[config.mk]
export PLATFORM = sky130hd
export DESIGN_NAME = owx_window_xlat
export DESIGN_NICKNAME = d
export VERILOG_FILES = /design/src/rtl/owx_pkg.sv /design/src/rtl/owx_win_regs.sv /design/src/rtl/owx_decode.sv /design/src/rtl/owx_add_stage.sv /design/src/rtl/owx_window_xlat.sv
export SDC_FILE = /design/constraint.sdc
export NUM_CORES = 1
export LEC_CHECK = 0
export BUFFER_PORTS_ARGS = -buffer_cell sky130_fd_sc_hd__clkbuf_2
export CAP_MARGIN = 20
export CELL_PAD_IN_SITES_DETAIL_PLACEMENT = 0
export CELL_PAD_IN_SITES_GLOBAL_PLACEMENT = 1
export CORE_ASPECT_RATIO = 0.9
export CORE_MARGIN = 3
export CORE_UTILIZATION = 46
export DETAILED_ROUTE_END_ITERATION = 12
export HOLD_SLACK_MARGIN = 0.12
export PLACE_DENSITY = 0.78
export SLEW_MARGIN = 5
export SYNTH_ARGS = -nofsm -noshare
export SYNTH_HDL_FRONTEND = slang
export SYNTH_SLANG_ARGS = --single-unit
[constraint.sdc]
create_clock -name clk -period 3.4 [get_ports clk]
set_clock_uncertainty 0.1 [all_clocks]
set_input_delay 0.17 -clock clk [delete_from_list [all_inputs] [get_ports clk]]
set_output_delay 0.17 -clock clk [all_outputs]
set_load 0.03 [all_outputs]
[src/rtl/owx_pkg.sv]
package owx_pkg;
  localparam int OWX_ADDR_W   = 32;
  localparam int OWX_NUM_WIN  = 8;
  localparam int OWX_WIN_LOG2 = 24;
endpackage

[src/rtl/owx_win_regs.sv]
module owx_win_regs #(
  parameter int ADDR_W  = owx_pkg::OWX_ADDR_W,
  parameter int NUM_WIN = owx_pkg::OWX_NUM_WIN,
  localparam int SEL_W  = $clog2(NUM_WIN)
) (
  input  logic                           clk,
  input  logic                           rst_n,
  input  logic                           we,
  input  logic [SEL_W-1:0]               widx,
  input  logic [ADDR_W-1:0]              wdata,
  output logic [NUM_WIN-1:0][ADDR_W-1:0] offs
);
  for (genvar g = 0; g < NUM_WIN; g++) begin : g_win
    always_ff @(posedge clk or negedge rst_n) begin
      if (!rst_n)                             offs[g] <= '0;
      else if (we && widx == SEL_W'(g))       offs[g] <= wdata;
    end
  end
endmodule

[src/rtl/owx_decode.sv]
module owx_decode #(
  parameter int NUM_WIN  = owx_pkg::OWX_NUM_WIN,
  parameter int WIN_LOG2 = owx_pkg::OWX_WIN_LOG2,
  localparam int SEL_W   = $clog2(NUM_WIN),
  localparam int REG_BIT = WIN_LOG2 + SEL_W
) (
  input  logic [REG_BIT:0]    addr_low,
  output logic                hit,
  output logic [SEL_W-1:0]    sel,
  output logic [WIN_LOG2-1:0] pos
);
  always_comb begin
    hit = ~addr_low[REG_BIT];
    sel = addr_low[REG_BIT-1:WIN_LOG2];
    pos = addr_low[WIN_LOG2-1:0];
  end
endmodule

[src/rtl/owx_add_stage.sv]
module owx_add_stage #(
  parameter int ADDR_W   = owx_pkg::OWX_ADDR_W,
  parameter int NUM_WIN  = owx_pkg::OWX_NUM_WIN,
  parameter int WIN_LOG2 = owx_pkg::OWX_WIN_LOG2,
  localparam int SEL_W   = $clog2(NUM_WIN)
) (
  input  logic                           clk,
  input  logic                           rst_n,
  input  logic                           valid_i,
  input  logic                           hit_i,
  input  logic [SEL_W-1:0]               sel_i,
  input  logic [WIN_LOG2-1:0]            pos_i,
  input  logic [ADDR_W-1:0]              pass_i,
  input  logic [NUM_WIN-1:0][ADDR_W-1:0] offs_i,
  output logic                           valid_o,
  output logic                           hit_o,
  output logic [ADDR_W-1:0]              addr_o
);
  logic [ADDR_W-1:0] win_off, sum, nxt;

  always_comb begin
    win_off = offs_i[sel_i];
    sum     = ADDR_W'(pos_i) + win_off;
    nxt     = hit_i ? sum : pass_i;
  end

  always_ff @(posedge clk or negedge rst_n) begin
    if (!rst_n) begin
      valid_o <= 1'b0;
      hit_o   <= 1'b0;
      addr_o  <= '0;
    end else begin
      valid_o <= valid_i;
      hit_o   <= valid_i & hit_i;
      if (valid_i) addr_o <= nxt;
    end
  end
endmodule

[src/rtl/owx_window_xlat.sv]
module owx_window_xlat #(
  parameter int ADDR_W   = owx_pkg::OWX_ADDR_W,
  parameter int NUM_WIN  = owx_pkg::OWX_NUM_WIN,
  parameter int WIN_LOG2 = owx_pkg::OWX_WIN_LOG2,
  localparam int SEL_W   = $clog2(NUM_WIN),
  localparam int REG_BIT = WIN_LOG2 + SEL_W
) (
  input  logic              clk,
  input  logic              rst_n,
  input  logic              cfg_we,
  input  logic [SEL_W-1:0]  cfg_idx,
  input  logic [ADDR_W-1:0] cfg_data,
  input  logic              in_valid,
  input  logic [ADDR_W-1:0] in_addr,
  output logic              out_valid,
  output logic [ADDR_W-1:0] out_addr,
  output logic              out_hit
);
  logic [NUM_WIN-1:0][ADDR_W-1:0] offs;
  logic                           dec_hit;
  logic [SEL_W-1:0]               dec_sel;
  logic [WIN_LOG2-1:0]            dec_pos;

  owx_win_regs #(.ADDR_W(ADDR_W), .NUM_WIN(NUM_WIN)) regs_i (
    .clk(clk), .rst_n(rst_n), .we(cfg_we), .widx(cfg_idx),
    .wdata(cfg_data), .offs(offs)
  );

  owx_decode #(.NUM_WIN(NUM_WIN), .WIN_LOG2(WIN_LOG2)) dec_i (
    .addr_low(in_addr[REG_BIT:0]), .hit(dec_hit), .sel(dec_sel), .pos(dec_pos)
  );

  owx_add_stage #(.ADDR_W(ADDR_W), .NUM_WIN(NUM_WIN), .WIN_LOG2(WIN_LOG2)) add_i (
    .clk(clk), .rst_n(rst_n), .valid_i(in_valid), .hit_i(dec_hit),
    .sel_i(dec_sel), .pos_i(dec_pos), .pass_i(in_addr), .offs_i(offs),
    .valid_o(out_valid), .hit_o(out_hit), .addr_o(out_addr)
  );
endmodule

==> summary.md, run 1 <==
| Metric | Value |
|---|---|
| CP Launch Point | regs_i.offs[96] |
| Cell Area, Synth | 0.0144 mm2 |
| Total Power | 11.5 mW |
| Initial Utilization | 47.5% |
| Switching share of total power | 29.7% |
| Chip width | 193 um |
| Die ar. | 0.0335 mm2 |
| Drt first pass iters | 4 |
| VDD IR max | 0.424 mV |
| Worst min path class | primary input to async pin |
| Final Setup Violations | 14 |
| Syn_area_per_cell | 13.8 um2 |
| Core ar. | 0.0304 mm2 |
| Gate power share | 30.4% |
| Max-Cap Viols | 0 |
| Post-synth top area share | 50.3% |
| Setup TNS | -1.79 ns |
| Async set or reset register ratio after synthesis | 100% |
| CP required | 3.75 ns |
| CTS root buf | clkbuf_16 |
| Fmax | 273 MHz |
| DRC Markers | 0 |
| Rows | 60 |
| Synth area leader | dfrtp_1 |
| H-Tree Depth | 1 |
| Slew margin rel. | 52.5% |
| Final HPWL DP | 23100 um |
| Layout cell share with drive strength beyond 1 | 50.3% |
| Fin. max-slew vios | 0 |
| Max incr delay on CP | 0.46 ns |
| Setup crit end kind | flop |
| Ys flop type | dfrtp_1 |
| RePlAce Congestion | 0.834 |
| Tightest Pin Transition | 0.712 ns |
| Overall Global Routing Usage | 21.7% |
| Clock Latency Late Sink | 0.57 ns |
| Post-DRT Antenna Nets | 0 |
| Mapped Cells | 1048 |
| Global route overflow | 0 |
| PnR worst setup slack | -0.259 ns |
| Leakage Power | 7.84 nW |
| Tcrit/Tclk final | 108% |
| Fin crit period | 3.66 ns |
| Crit path DAT | 4.01 ns |
| Via Count | 9648 |
| Yosys warnings | 0 |
| Startpoint Class | flop |
| Crit Path Class | flop to flop |
| Maximum net fanout on the critical path | 3 |
| First-pass GRT wire length | 57000 um |
| Status | complete, but fails checks |
| CP max-delay cell | mux4_2 |
| Yosys reg bits | 290 |
| CTS tree | built |
| Area grow syn2layout | 25.4% |
| Int Power | 8.11 mW |
| Drt wl/cell | 21.0 um |
| Crit-path cells | mux4_2, mux2_4, ha_4, fa_2, a21oi_2, o21a_1, a2bb2oi_4, o211ai_1, a2111oi_4, nor3_2, and3_1, or3_1 |
| Total wire length | 36000 um |
| Part of the power in registers | 40.3% |
| Final nets | 1381 |
| Final Hold Vio Count | 0 |
| Synthesized net count | 1144 |
| Clk pin slew, worst setup/hold paths | 0.06 ns |
| Sw Pwr | 3.42 mW |
| PD cells | 637 mW/mm2 |
| Port-buffer cells | 104 |
| Longest Clk Path Bufs | 3 |
| Pin count of the biggest net entering global routing | 94 |
| Diode count | 0 |
| Top post-synthesis cells by area | dfrtp_1 (50%), mux2_2 (22%), mux4_2 (10%) |
| Cell family with the largest share of critical-path delay | compound AO/OA/AOI/OAI gates |
| Pre-CTS setup slack | -0.391 ns |
| Clock power share | 29.4% |
| Failing checks | negative setup slack |
| EDFF count, synth | 0 |
| Iteration-0 DRC Markers | 484 |
| IO Pins | 105 |
| RSZ-0062 raised after global routing | true |
| RR Startpoint | regs_i.offs[96] |
| Clk sinks | 290 |
| Synth cell count leaders | dfrtp_1 (290), mux2_2 (284), mux4_2 (64) |
| Register area share after synthesis | 50.3% |
| Initial antenna violation count | 0 |
| Most frequent cell after synthesis | dfrtp_1 |
| Crit path buf inv count | 0 |
| Vias in the first global route | 10000 |
| Via/cell ratio | 5.64 |
| Synth cell types | 57 |
| Die Ht | 174 um |
| CTS buffer count | 31 |
[routing by layer]
layer / up-vias / global-route usage [%] / routed length, um
met1: 5021 / 31.5 / 16700
met4: 0 / 3.88 / 631
li1: 4408 / - / -
met5: - / 0 / 0
met2: 171 / 35.4 / 17400
met3: 48 / 2.94 / 1250
[path summary, 6_finish.rpt]
path,endpoint,slack (ns),cells past startpoint
min in group clk,add_i.addr_o[6],0.18,4
worst max register to register,add_i.addr_o[26],-0.26,12
worst min-delay path,add_i.addr_o[13],0.14,3
worst min register to register,regs_i.offs[28],0.40,1
worst max-delay path,add_i.addr_o[26],-0.26,12
max in group asynchronous,regs_i.offs[153],2.58,3
[worst min-delay path: cells and delay by family]
kind	cells	cell delay [ns]
buffers and inverters	3	1.00
[registers in the layout (all words and copies together) (netlist names)]
signal and cells:
add_i.hit_o 1, add_i.addr_o 32, regs_i.offs 256, add_i.valid_o 1
[kinds of logic (layout without fill, tap and decap cells)]
| kind of cell | after synthesis | count (layout) | synth area share (%) |
|---|---|---|---|
| flip-flops | 290 | 290 | 50.3 |
| AO/OA/AOI/OAI | 130 | 130 | 5.90 |
| adder cells (fa/ha/maj) | 25 | 25 | 2.22 |
| multiplexers | 360 | 360 | 33.0 |
| buffers and inverters | 77 | 337 | 2.18 |
| XOR/XNOR | 22 | 22 | 1.34 |
| AND/OR/NAND/NOR | 144 | 144 | 5.11 |
[per-stage QoR]
stage | util [%] | instances | cell area [um2] | hold WS, ns
after floorplan | - | 1048 | 14500 | -0.226
after global placement | 52.8 | 1583 | 16000 | 0.0869
after detailed placement | 52.8 | 1583 | 16000 | 0.0902
after CTS | 58.6 | 1703 | 17800 | 0.122
after global routing | 59.5 | 1711 | 18100 | 0.161
final | 59.5 | 1711 | 18100 | 0.142
[power groups by stage]
stage          clock network [mW]  logic (mW)  registers, mW
2_1_floorplan                   0        2.05           4.73
3_3_place_gp                    0        3.10           4.67
3_5_place_dp                    0        3.16           4.70
4_1_cts                      3.47        3.32           4.64
5_1_grt                      3.62        3.80           4.73
6_report                     3.39        3.50           4.64
[placed cells by master, fill, tap and decap left out, types with 9 or more instances in the layout]
cell	n
a21oi_1	29
buf_4	91
clkbuf_16	31
clkbuf_2	102
dfrtp_1	290
dlygate4sd3_1	62
ha_1	20
inv_1	12
mux2_2	279
mux2i_1	12
mux4_2	64
nand2_1	32
nand3_1	16
nor2_1	33
nor2b_1	9
o21ai_0	21
xnor2_1	9
xor2_1	12
[final cells by class]
cell class / count / area (um2)
inverter: 12 / 45.0
multi-input combinational: 681 / 7210
tap: 403 / 504
clock buffer: 44 / 905
timing repair buffer: 269 / 2050
fill: 2418 / 12300
sequential: 290 / 7260
clock inverter: 12 / 128
[repair_timing]
item | CTS | global route
endpoints found under the hold margin | 575 | 0
endpoints found under the setup margin | 12 | 23
resized for setup | 15 | 41
pin swaps | 13 | 42
hold buffers | 63 | 0
gates cloned | 0 | 0
buffers inserted | 1 | 11
Power figures use the tool's default switching activity.
==> inputs of run 2 (changes only) <==
--- a/config.mk
+++ b/config.mk
@@ -11,10 +11,10 @@
 export CELL_PAD_IN_SITES_GLOBAL_PLACEMENT = 1
 export CORE_ASPECT_RATIO = 0.9
 export CORE_MARGIN = 3
-export CORE_UTILIZATION = 46
+export CORE_UTILIZATION = 51
 export DETAILED_ROUTE_END_ITERATION = 12
 export HOLD_SLACK_MARGIN = 0.12
-export PLACE_DENSITY = 0.78
+export PLACE_DENSITY = 0.82
 export SLEW_MARGIN = 5
 export SYNTH_ARGS = -nofsm -noshare
 export SYNTH_HDL_FRONTEND = slang
==> constraint.sdc (replaced) <==
create_clock -name clk -period 3.95 [get_ports clk]
set_clock_uncertainty 0.1 [all_clocks]
set_input_delay 0.1975 -clock clk [delete_from_list [all_inputs] [get_ports clk]]
set_output_delay 0.1975 -clock clk [all_outputs]
set_load 0.03 [all_outputs]
==> run 2 against run 1 <==
Effect of this change: the flow now finishes without violations; routed wire length is 2.0% lower; critical path depth stayed put; utilization is 4.1 points higher; via count is 0.79% lower; worst setup slack better by 0.41 ns; sequential cell count stayed put; clock-buffer cell count is 2 higher; cell area is 3.4% lower; sequential share of layout area is 1.4 points higher; critical path type unchanged; critical endpoint is now add_i.addr_o[10]; largest cell class unchanged; largest power group unchanged.
==> summary.md, run 2 (synthesis results as in run 1) <==
| Metric | Value |
|---|---|
| CTS root buf | clkbuf_16 |
| Fin crit period | 3.79 ns |
| Commonest non-fill, non-tap cells in the layout | dfrtp_1 (290), mux2_2 (283), clkbuf_2 (101) |
| Worst min path class | primary input to flop |
| FF/Latch Area | 0.00726 mm2 |
| Dpl cell area | 0.0157 mm2 |
| Slew margin rel. | 45.6% |
| Iteration-0 DRC Markers | 602 |
| Core ar. | 0.0275 mm2 |
| Crit path DAT | 4.18 ns |
| Die ar. | 0.0304 mm2 |
| Clock Latency Late Sink | 0.56 ns |
| Chip width | 183 um |
| Largest regs | regs_i.offs: 256 flops, add_i.addr_o: 32 flops |
| VDD IR max | 0.353 mV |
| Most common cell after layout, fill and taps aside | dfrtp_1 |
| Startpoint Class | flop |
| Crit Path Class | flop to flop |
| Max incr delay on CP | 0.57 ns |
| Clk pin slew, worst setup/hold paths | 0.06 ns |
| Die Ht | 166 um |
| Highest Signal Layer | met4 |
| Setup crit end kind | flop |
| Fin. max-slew vios | 0 |
| Final HPWL DP | 22300 um |
| Maximum net fanout on the critical path | 3 |
| Final Hold Vio Count | 0 |
| Pin count of the biggest net entering global routing | 109 |
| Longest Clk Path Bufs | 3 |
| Met2 WL | 16800 um |
| Part of the power in registers | 41.0% |
| PD cells | 557 mW/mm2 |
| Total wire length | 35300 um |
| Tightest Pin Transition | 0.816 ns |
| Overall Global Routing Usage | 23.7% |
| CTS tree | built |
| Max-Cap Viols | 0 |
| CP max-delay cell | dlygate4sd3_1 |
| RSZ-0062 raised after global routing | false |
| Final nets | 1342 |
| Leakage Power | 7.58 nW |
| Initial Utilization | 52.6% |
| Placed cells | 1499 |
| Final Setup Violations | 0 |
| Fmax | 264 MHz |
| First-pass GRT wire length | 56200 um |
| Clock power share | 30.8% |
| Gate power share | 28.2% |
| Via Count | 9572 |
| Layout cell share with drive strength beyond 1 | 46.3% |
| Int Power | 6.89 mW |
| Fill cells | 2108 |
| CP required | 4.34 ns |
| Largest Register | regs_i.offs |
| Sw Pwr | 2.84 mW |
| CTS buffer count | 31 |
| Switching share of total power | 29.2% |
| Clk sinks | 290 |
| H-Tree Depth | 1 |
| Setup Buffers After CTS | 0 |
| Initial antenna violation count | 0 |
| Post-route cell area | 0.0175 mm2 |
| Status | finished clean |
| Drt wl/cell | 21.7 um |
| Port-buffer cells | 104 |
| Crit-path cells | mux4_2, mux2_4, ha_4, fa_2, a21oi_2, o21a_1, a2bb2oi_2, buf_4, o22ai_1, o31a_1, a21oi_1, dlygate4sd3_1 |
| Global route overflow | 0 |
| Area of the multi-input gates | 0.00695 mm2 |
| Post-layout instance count excluding filler cells | 1624 |
| Area grow syn2layout | 21.1% |
| Diode count | 0 |
| Tcrit/Tclk final | 96.1% |
| Met1 WL | 16200 um |
| DRC Markers | 0 |
| Via/cell ratio | 5.89 |
| Vias in the first global route | 9875 |
| Drt first pass iters | 5 |
| Rows | 57 |
| Met3 wire length | 1550 um |
| RePlAce Congestion | 0.840 |
| IO Pins | 105 |
| Post-DRT Antenna Nets | 0 |
| Largest register FFs | 256 |
==> run 2: cell types whose count changed in the layout (fill, tap and decap cells not counted), moves of 5 or more <==
cell and delta:
o21ai_1 -7, buf_4 -38, buf_6 -5, dlygate4sd3_1 +6, o21ai_0 +9
==> run 2: worst max-delay path, delay by kind of cell (launching register included) <==
family / cells / cell delay (ns)
flops: 1 / 0.37
buf+inv: 2 / 0.72
mux: 2 / 0.75
fa+ha+maj: 2 / 0.60
compound gates: 6 / 1.18
==> run 2: area by class of cell <==
class	count	share of cell area, %
Tap cell	354	2.53
Clock buffer	46	5.28
Multi-Input combinational cell	681	39.8
Inverter	12	0.258
Timing Repair Buffer	230	9.86
Clock inverter	11	0.795
Sequential cell	290	41.5
==> run 2: repair_timing <==
item / 4_1_cts / 5_1_grt
endpoints found under the setup margin: 0 / 2
gates resized for setup: 0 / 8
hold buffers: 68 / 0
endpoints found under the hold margin: 387 / 0
==> run 2: per-stage QoR <==
| step | setup TNS (ns) | util [%] | hold slack (ns) | setup slack [ns] | power [mW] |
|---|---|---|---|---|---|
| 5_1_grt | 0 | 63.7 | 0.185 | 0.00909 | 10.2 |
| 4_1_cts | 0 | 63.5 | 0.121 | 0.0814 | 9.77 |
| 3_3_place_gp | 0 | 57.2 | 0.202 | 0.0543 | 6.59 |
| 6_report | 0 | 63.7 | 0.164 | 0.155 | 9.73 |
| 2_1_floorplan | -0.160 | - | -0.198 | -0.0801 | 5.83 |
| 3_5_place_dp | -0.0309 | 57.2 | 0.208 | -0.0309 | 6.67 |
==> run 2: final timing paths <==
kind                                       from          endpoint  slack (ns)  cells after the start
worst max-delay path            regs_i.offs[96]  add_i.addr_o[10]        0.16                     12
worst min-delay path                   in_valid  add_i.addr_o[11]        0.16                      3
worst max register to register  regs_i.offs[96]  add_i.addr_o[10]        0.16                     12
worst min register to register  regs_i.offs[92]   regs_i.offs[92]        0.40                      1
max in group asynchronous                 rst_n  regs_i.offs[253]        2.53                      3
min in group asynchronous                 rst_n  regs_i.offs[136]        0.17                      2
==> run 2: routing by layer <==
layer | up-vias | global-route usage, %
met5 | - | 0
met4 | 0 | 5.05
met3 | 59 | 3.24
met2 | 246 | 39.1
met1 | 4941 | 34.0
li1 | 4326 | -
==> run 2: power by group through the flow <==
stage                     Clock (mW)  Combinational, mW  Sequential [mW]
final                           3.00               2.74             3.99
after global routing            3.18               2.99             4.07
after CTS                       3.06               2.72             3.99
after detailed placement           0               2.63             4.04
after global placement             0               2.58             4.01
after floorplan                    0               1.75             4.08
==> inputs of run 3 (changes only) <==
--- a/config.mk
+++ b/config.mk
@@ -15,6 +15,7 @@
 export DETAILED_ROUTE_END_ITERATION = 12
 export HOLD_SLACK_MARGIN = 0.12
 export PLACE_DENSITY = 0.82
+export REMOVE_ABC_BUFFERS = 1
 export SLEW_MARGIN = 5
 export SYNTH_ARGS = -nofsm -noshare
 export SYNTH_HDL_FRONTEND = slang
==> run 3 against run 2 <==
Effect of this change: clock-buffer cell count fell by 1; highest routed layer unchanged; final cell count fell by 0.62%; register-to-register slack got worse by 0.03 ns; routed wire length fell by 1.6%; die area did not move; critical path type unchanged; critical path depth did not move.
==> summary.md, run 3 (synthesis results as in run 1) <==
| Metric | Value |
|---|---|
| Status | finished clean |
| First-pass GRT wire length | 56000 um |
| Dpl cell area | 0.0156 mm2 |
| Via/cell ratio | 5.88 |
| Crit path DAT | 4.16 ns |
| Via Count | 9483 |
| Rows | 57 |
| Startpoint Class | flop |
| Tightest Pin Transition | 0.804 ns |
| Die Ht | 166 um |
| Fill cells | 2092 |
| Final HPWL DP | 21400 um |
| Fin. max-slew vios | 0 |
| Longest Clk Path Bufs | 3 |
| Clk pin slew, worst setup/hold paths | 0.06 ns |
| H-Tree Depth | 1 |
| Commonest non-fill, non-tap cells in the layout | dfrtp_1 (290), mux2_2 (284), clkbuf_2 (102) |
| CP required | 4.29 ns |
| Pin count of the biggest net entering global routing | 103 |
| Crit Path Class | flop to flop |
| Post-route cell area | 0.0174 mm2 |
| Drt wl/cell | 21.5 um |
| PnR worst setup slack | 0.130 ns |
| Worst min path class | primary input to async pin |
| Iteration-0 DRC Markers | 562 |
| Tcrit/Tclk final | 96.7% |
| Final nets | 1331 |
| Total wire length | 34700 um |
| Largest register FFs | 256 |
| Largest regs | regs_i.offs: 256 flops, add_i.addr_o: 32 flops |
| Overall Global Routing Usage | 23.6% |
| Clk sinks | 290 |
| DRC Markers | 0 |
| Setup Buffers After CTS | 0 |
| Fmax | 262 MHz |
| Final Hold Vio Count | 0 |
| Pre-CTS setup slack | -0.00541 ns |
| Maximum net fanout on the critical path | 3 |
| Port-buffer cells | 104 |
| Largest Register | regs_i.offs |
| CTS buffer count | 31 |
| Drt first pass iters | 5 |
| Leakage Power | 7.54 nW |
| Area grow syn2layout | 20.2% |
| PD cells | 557 mW/mm2 |
| Setup crit end kind | flop |
| Initial antenna violation count | 1 |
| VDD IR max | 0.420 mV |
| Final Setup Violations | 0 |
| Max-Cap Viols | 0 |
| Fin crit period | 3.82 ns |
| Post-DRT Antenna Nets | 0 |
| Global route overflow | 0 |
| Chip width | 183 um |
| CTS tree | built |
| Layout cell share with drive strength beyond 1 | 45.7% |
| Setup TNS | 0 ns |
| Slew margin rel. | 46.4% |
| CTS root buf | clkbuf_16 |
| Initial Utilization | 52.6% |
| RePlAce Congestion | 0.845 |
| Clock Latency Late Sink | 0.57 ns |
| Vias in the first global route | 10100 |
| Die ar. | 0.0304 mm2 |
| IO Pins | 105 |
| Core ar. | 0.0275 mm2 |
| Most common cell after layout, fill and taps aside | dfrtp_1 |
## run 3: cell types whose count changed in the layout (fill, tap and decap cells not counted), moves of 2 or more
cell	change
buf_4	-7
dlygate4sd3_1	-5
a21oi_1	+2
a211oi_2	-2
clkinv_2	+2
clkinvlp_4	-2
a21oi_2	-2
a211oi_1	+2
## run 3: per-layer routing
| metal | vias to the layer above | GRT usage (%) | part of all wire [%] |
|---|---|---|---|
| li1 | 4319 | - | - |
| met1 | 4937 | 33.7 | 47 |
| met2 | 178 | 39.3 | 48 |
| met3 | 49 | 3.04 | 3.6 |
| met4 | 0 | 4.78 | 1.9 |
| met5 | - | 0 | 0 |
## run 3: layout make-up
class / instances / area (um2) / share of cell area, %
sequential: 290 / 7260 / 41.8
multi-input combinational: 681 / 6900 / 39.8
timing repair buffer: 219 / 1640 / 9.46
clock buffer: 45 / 908 / 5.23
tap: 354 / 443 / 2.55
clock inverter: 12 / 154 / 0.887
inverter: 12 / 45.0 / 0.260
antenna: 1 / 2.50 / 0.0144
## run 3: report_power, final
group / switching, mW / internal [mW]
logic: 1.26 / 1.41
registers: 0.357 / 3.63
clock network: 1.21 / 1.79
total: 2.83 / 6.84
## run 3: worst max-delay path, cell delays in order, from the launching register on
cell and delay [ns]:
dfrtp_1 0.38, mux4_2 0.48, mux2_2 0.29, ha_1 0.21
fa_1 0.41, a21oi_2 0.17, o21a_2 0.19, a2bb2oi_4 0.18
nor3_1 0.07, or3_1 0.43, a311oi_2 0.32, nor4b_1 0.08
or3_1 0.37
## run 3: timing repair
item	in CTS	in global routing
endpoints found under the hold margin	381	0
endpoints found under the setup margin	0	3
gates resized for setup	0	4
hold buffers	63	0
## run 3: path summary, 6_finish.rpt
path,cells past startpoint,slack (ns),from,endpoint
max,12,0.13,regs_i.offs[96],add_i.addr_o[18]
min,2,0.13,rst_n,regs_i.offs[192]
max reg2reg,12,0.13,regs_i.offs[96],add_i.addr_o[18]
min reg2reg,1,0.40,regs_i.offs[210],regs_i.offs[210]
max in group asynchronous,3,2.61,rst_n,regs_i.offs[254]
min in group clk,1,0.17,in_valid,add_i.valid_o
## run 3: metrics by stage
step | hold slack (ns) | total power [mW] | util (%) | instances
after floorplan | -0.198 | 5.75 | - | 983
after global placement | 0.181 | 6.54 | 56.9 | 1493
after detailed placement | 0.189 | 6.63 | 56.9 | 1493
after CTS | 0.149 | 9.71 | 63.1 | 1613
after global routing | 0.167 | 10.2 | 63.2 | 1614
final | 0.127 | 9.66 | 63.2 | 1614
